### src/rtl/tpm_pkg.sv
package tpm_pkg;

  typedef enum logic [1:0] {
    RSP_IDLE  = 2'd0,
    RSP_WAIT  = 2'd1,
    RSP_CHECK = 2'd2,
    RSP_DONE  = 2'd3
  } rsp_state_e;

  typedef struct packed {
    logic vld;
    logic act;
    logic over;
    logic inband;
  } smp_flags_t;

endpackage

### src/rtl/tpm_sample_stage.sv
module tpm_sample_stage
  import tpm_pkg::*;
#(
  parameter int DATA_W  = 16,
  parameter int BAND_LO = 2304,
  parameter int BAND_HI = 2816,
  parameter int CEIL_Q  = 3072
) (
  input  logic              clk,
  input  logic              rst,
  input  logic              smp_vld,
  input  logic [DATA_W-1:0] smp_val,
  input  logic              act_start,
  output smp_flags_t        flags_q
);

  logic signed [DATA_W-1:0] val_s;
  logic                     above_ceil;
  logic                     in_band;

  assign val_s      = smp_val;
  assign above_ceil = (int'(val_s) > CEIL_Q);
  assign in_band    = (int'(val_s) > BAND_LO) && (int'(val_s) < BAND_HI);

  always_ff @(posedge clk) begin
    if (rst) begin
      flags_q <= '0;
    end else begin
      flags_q.vld    <= smp_vld;
      flags_q.act    <= act_start;
      flags_q.over   <= smp_vld && above_ceil;
      flags_q.inband <= smp_vld && in_band;
    end
  end

  AST_BAND_BELOW_CEIL: assert property (@(posedge clk) disable iff (rst)
    flags_q.over |-> !flags_q.inband);

endmodule

### src/rtl/tpm_tick_clock.sv
module tpm_tick_clock #(
  parameter int CLK_W = 8
) (
  input  logic             clk,
  input  logic             rst,
  input  logic             tick,
  output logic [CLK_W-1:0] now_q
);

  always_ff @(posedge clk) begin
    if (rst)       now_q <= '0;
    else if (tick) now_q <= now_q + 1'b1;
  end

  AST_NOW_FROZEN: assert property (@(posedge clk) disable iff (rst)
    !tick |=> $stable(now_q));

endmodule

### src/rtl/tpm_ceiling_prop.sv
module tpm_ceiling_prop
  import tpm_pkg::*;
(
  input  logic       clk,
  input  logic       rst,
  input  smp_flags_t flags,
  output logic       ok_q
);

  always_ff @(posedge clk) begin
    if (rst)                        ok_q <= 1'b1;
    else if (flags.vld && flags.over) ok_q <= 1'b0;
  end

  AST_CEIL_TRIP: assert property (@(posedge clk) disable iff (rst)
    (flags.vld && flags.over) |=> !ok_q);

  AST_CEIL_HOLD: assert property (@(posedge clk) disable iff (rst)
    !ok_q |=> !ok_q);

endmodule

### src/rtl/tpm_response_prop.sv
module tpm_response_prop
  import tpm_pkg::*;
#(
  parameter int CLK_W          = 8,
  parameter int WAIT_TICKS     = 50,
  parameter int DEADLINE_TICKS = 100
) (
  input  logic             clk,
  input  logic             rst,
  input  smp_flags_t       flags,
  input  logic [CLK_W-1:0] now,
  output logic             ok_q,
  output logic             done_q
);

  localparam logic [CLK_W-1:0] WAIT_C = CLK_W'(WAIT_TICKS);
  localparam logic [CLK_W-1:0] DL_C   = CLK_W'(DEADLINE_TICKS);

  rsp_state_e       st_q;
  logic [CLK_W-1:0] mark_q;
  logic [CLK_W-1:0] elapsed;
  logic             open;

  assign elapsed = now - mark_q;
  assign open    = (st_q == RSP_WAIT) || (st_q == RSP_CHECK);

  always_ff @(posedge clk) begin
    if (rst) begin
      st_q   <= RSP_IDLE;
      mark_q <= '0;
      ok_q   <= 1'b1;
      done_q <= 1'b0;
    end else if (flags.act) begin
      st_q   <= RSP_WAIT;
      mark_q <= now;
      done_q <= 1'b0;
    end else if (flags.vld && open) begin
      if (elapsed < WAIT_C) begin
        st_q <= RSP_WAIT;
      end else if (flags.inband) begin
        st_q   <= RSP_DONE;
        done_q <= 1'b1;
      end else if (elapsed >= DL_C) begin
        st_q   <= RSP_DONE;
        done_q <= 1'b1;
        ok_q   <= 1'b0;
      end else begin
        st_q <= RSP_CHECK;
      end
    end
  end

  AST_RESP_HOLD: assert property (@(posedge clk) disable iff (rst)
    !ok_q |=> !ok_q);

  AST_ACT_RESTART: assert property (@(posedge clk) disable iff (rst)
    flags.act |=> (st_q == RSP_WAIT) && !done_q);

  AST_DEADLINE_BOUND: assert property (@(posedge clk) disable iff (rst)
    open |-> (elapsed <= DL_C));

  AST_EARLY_IGNORED: assert property (@(posedge clk) disable iff (rst)
    (flags.vld && !flags.act && st_q == RSP_WAIT && elapsed < WAIT_C) |=> !done_q);

  AST_FAIL_DECIDES: assert property (@(posedge clk) disable iff (rst)
    $fell(ok_q) |-> done_q);

  initial begin
    assert (WAIT_TICKS >= 1 && WAIT_TICKS <= DEADLINE_TICKS);
  end

endmodule

### src/rtl/timed_prop_monitor.sv
module timed_prop_monitor
  import tpm_pkg::*;
#(
  parameter int DATA_W         = 16,
  parameter int FRAC_W         = 8,
  parameter int BAND_LO_INT    = 9,
  parameter int BAND_HI_INT    = 11,
  parameter int CEIL_INT       = 12,
  parameter int WAIT_TICKS     = 50,
  parameter int DEADLINE_TICKS = 100
) (
  input  logic              clk,
  input  logic              rst,
  input  logic              smp_vld,
  input  logic [DATA_W-1:0] smp_val,
  input  logic              act_start,
  output logic              ceil_ok,
  output logic              resp_ok,
  output logic              resp_done
);

  localparam int BAND_LO_Q = BAND_LO_INT << FRAC_W;
  localparam int BAND_HI_Q = BAND_HI_INT << FRAC_W;
  localparam int CEIL_Q    = CEIL_INT << FRAC_W;
  localparam int CLK_W     = $clog2(DEADLINE_TICKS + 1) + 1;

  smp_flags_t       flags;
  logic [CLK_W-1:0] now;

  tpm_sample_stage #(
    .DATA_W (DATA_W),
    .BAND_LO(BAND_LO_Q),
    .BAND_HI(BAND_HI_Q),
    .CEIL_Q (CEIL_Q)
  ) u_stage (
    .clk      (clk),
    .rst      (rst),
    .smp_vld  (smp_vld),
    .smp_val  (smp_val),
    .act_start(act_start),
    .flags_q  (flags)
  );

  tpm_tick_clock #(.CLK_W(CLK_W)) u_tick (
    .clk  (clk),
    .rst  (rst),
    .tick (smp_vld),
    .now_q(now)
  );

  tpm_ceiling_prop u_ceil (
    .clk  (clk),
    .rst  (rst),
    .flags(flags),
    .ok_q (ceil_ok)
  );

  tpm_response_prop #(
    .CLK_W         (CLK_W),
    .WAIT_TICKS    (WAIT_TICKS),
    .DEADLINE_TICKS(DEADLINE_TICKS)
  ) u_resp (
    .clk   (clk),
    .rst   (rst),
    .flags (flags),
    .now   (now),
    .ok_q  (resp_ok),
    .done_q(resp_done)
  );

  AST_RESET_STATE: assert property (@(posedge clk)
    $past(rst) |-> (ceil_ok && resp_ok && !resp_done));

endmodule

### config.mk
export PLATFORM = sky130hd
export DESIGN_NAME = timed_prop_monitor
export DESIGN_NICKNAME = d
export VERILOG_FILES = /design/src/rtl/tpm_pkg.sv /design/src/rtl/tpm_sample_stage.sv /design/src/rtl/tpm_tick_clock.sv /design/src/rtl/tpm_ceiling_prop.sv /design/src/rtl/tpm_response_prop.sv /design/src/rtl/timed_prop_monitor.sv
export SDC_FILE = /design/constraint.sdc
export NUM_CORES = 1
export LEC_CHECK = 0
export BUFFER_PORTS_ARGS = -buffer_cell sky130_fd_sc_hd__buf_2
export CAP_MARGIN = 30
export CORE_MARGIN = 1
export CORE_UTILIZATION = 38
export DETAILED_ROUTE_END_ITERATION = 10
export GPL_TIMING_DRIVEN = 0
export SETUP_SLACK_MARGIN = 0.3
export SYNTH_ARGS = -nofsm -noshare
export SYNTH_HDL_FRONTEND = slang
export SYNTH_SLANG_ARGS = --single-unit
### constraint.sdc
create_clock -name clk -period 2.52 [get_ports clk]
set_input_delay 0.378 -clock clk [delete_from_list [all_inputs] [get_ports clk]]
set_output_delay 0.378 -clock clk [all_outputs]
set_load 0.01 [all_outputs]
==> metrics.txt <==
outcome finished clean; clock-pin slew of the registers on the worst-case setup and hold paths 0.13 ns; clock skew 0.00768 ns; layout overhead on the synthesized area 22.0%; Syn Inst Count 144; Net Count, Synth 174; R2R Setup Slk 0.19 ns; total power 0.712 mW; nets@finish 203; CTS H-tree lvls 1; Final GP Congestion 0.755; critical path arrival 2.54 ns; Die X 61.1 um; CP startpoint u_tick.now_q[0]$_SDFFE_PP0P_; IO buf count 20; sequential element share of the synthesized area 37.7%; #FFs+latches synth 25; Root Buffer clkbuf_4; drt initial violations 33; Post-synth EDFFs 0; Avg WL per Cell 12.5 um; data required time of the worst path 2.73 ns; setup TNS 0 ns; CP max FO 3; Core Area 3340 um2; Placed Instances 210; Finished Layout Cells 218; Tcrit/Tclk final 92.5%; total CTS buffers 3; via-per-instance ratio 4.97; Starting Density 39.8%; startpoint types register; Critical Path Sink Type register; crit path time final 2.33 ns; mean area per synthesized cell 9.22 um2; final hold violations 0; IO Count 23; DP HPWL 2.06 mm; share of layout cells above drive strength 1 26.7%; largest net degree at the start of global routing 14; RR Endpoint u_resp.done_q$_SDFFE_PP0P_; min-delay src smp_val[15]; top cells by area, synth dfxtp_1 38%, ha_1 8.5%, mux2i_1 7.5%; via count 1,083; DRT Pass-1 Iters 4; gr usage total 17.2%; RSZ-0062 raised after global routing yes; P_leak 0.655 nW; Fmax 429 MHz; ys async rst share 0%; post-route ant nets 0; DIE HEIGHT 61.1 um; final wirelength 2.72 mm; top-count cell post-synth dfxtp_1; synth cell count leaders 25 x dfxtp_1, 19 x nor2_1, 10 x inv_1, 10 x mux2i_1; DRC Markers 0; Post-synth top flop dfxtp_1; Worst Hold Path EP u_stage.flags_q[1]$_SDFF_PP0_; CTS tree done; first-pass GRT wire length 4.62 mm; post-synth top area cell dfxtp_1; Critical R2R Launch u_tick.now_q[0]$_SDFFE_PP0P_; clk buf depth 2; Overflow after GRT 0; antenna violations before repair 0; Yosys top cell area share 37.7%; Core Rows 21; critical path class register to register; CTS sink count 25; worst-margin pin slew 0.825 ns; synth warn 0; worst hold stages 2; Hold WC Path Type primary input to register; VDD IR-drop max 216 uV; power density cells 440 nW/um2; clk_lat worst skew 0.31 ns; final setup vio count 0; relative slew slack 45.0%; max_cap viols 0; post-synthesis cell type count 38; Slew Limit Fails 0; vias in the first global route 1,080; Die ar. 3730 um2; cell area after synthesis 1330 um2; R2R depth 11; # diodes 0
[critical path, stage by stage, from the launching register on]
cell	delay (ns)
dfxtp_4	0.38
inv_4	0.06
ha_4	0.11
inv_2	0.03
fa_2	0.35
a211oi_2	0.27
buf_4	0.16
nor2_4	0.03
xor2_2	0.14
o211a_1	0.23
o311ai_4	0.13
a2111oi_2	0.33
[layout make-up]
class	count	area [um2]
inverters	10	40.0
flip-flops and latches	25	507
clock buffers	4	26.3
multi-input cells	104	840
well taps	46	57.6
repair buffers	24	130
plain buffers	5	18.8
fillers	344	1720
[metrics by stage]
stage | utilization (%) | hold slack, ns | cell area [um2] | setup slack [ns]
5_1_grt | 48.5 | 0.222 | 1620 | 0.0811
3_5_place_dp | 44.8 | 0.442 | 1490 | 0.0710
4_1_cts | 47.8 | 0.235 | 1590 | 0.163
6_report | 48.5 | 0.253 | 1620 | 0.189
2_1_floorplan | - | 0.448 | 1340 | 0.312
3_3_place_gp | 44.8 | 0.433 | 1490 | 0.155
[placed cells by master (no fill, tap or decap), types with 2 or more instances in the layout]
master,n
xor2_1,8
a21oi_1,3
clkbuf_4,3
o21ai_0,3
ha_1,8
a211oi_2,2
dfxtp_1,22
xnor2_1,3
buf_2,20
clkbuf_1,5
nor4_1,4
buf_4,4
a21o_1,2
o211a_1,2
nor2_1,18
inv_1,8
mux2i_1,10
dfxtp_2,2
nand4_1,3
a31oi_1,2
or3_1,2
nand2_1,8
nor3_1,3
[flip-flops by register name, summed over array words and instances (netlist names)]
signal / cells
u_stage.flags_q: 4
u_tick.now_q: 8
u_resp.mark_q: 8
u_resp.st_q: 2
u_resp.ok_q: 1
u_ceil.ok_q: 1
u_resp.done_q: 1
[report_power, final]
part | total [mW] | leakage, nW | switching (mW) | internal [mW]
logic | 0.120 | 0.436 | 0.0625 | 0.0579
clock network | 0.176 | 0.0150 | 0.115 | 0.0618
registers | 0.415 | 0.204 | 0.0102 | 0.405
[worst max-delay path by stage]
stage                                 endpoint  slack [ns]
detailed placement  u_resp.done_q$_SDFFE_PP0P_        0.07
finish              u_resp.done_q$_SDFFE_PP0P_        0.19
global placement    u_resp.done_q$_SDFFE_PP0P_        0.16
CTS                 u_resp.done_q$_SDFFE_PP0P_        0.16
global route        u_resp.done_q$_SDFFE_PP0P_        0.08
floorplan           u_resp.done_q$_SDFFE_PP0P_        0.31
[kinds of logic after synthesis]
group | Yosys count | share of synthesized area [%]
AOI/OAI and AO/OA | 25 | 14.4
xor gates and xnor gates | 13 | 8.58
adders and majority gates | 10 | 9.99
buffers and inverters | 15 | 4.24
DFF | 25 | 37.7
muxes | 10 | 7.54
and+or+nand+nor | 46 | 17.5
[metal layers]
metal | GRT usage [%] | wire length, um
met1 | 20.5 | 1260
met2 | 30.1 | 1380
met3 | 2.94 | 39
met4 | 8.12 | 34
met5 | 0 | 0
[repair_timing]
action                                  4_1_cts  5_1_grt
setup buffers                                 3        1
endpoints found under the setup margin        4        4
hold buffers                                  0        0
pin swaps                                    10        3
resized for setup                            12        3
Note: power is estimated with default switching activity, not from simulation.
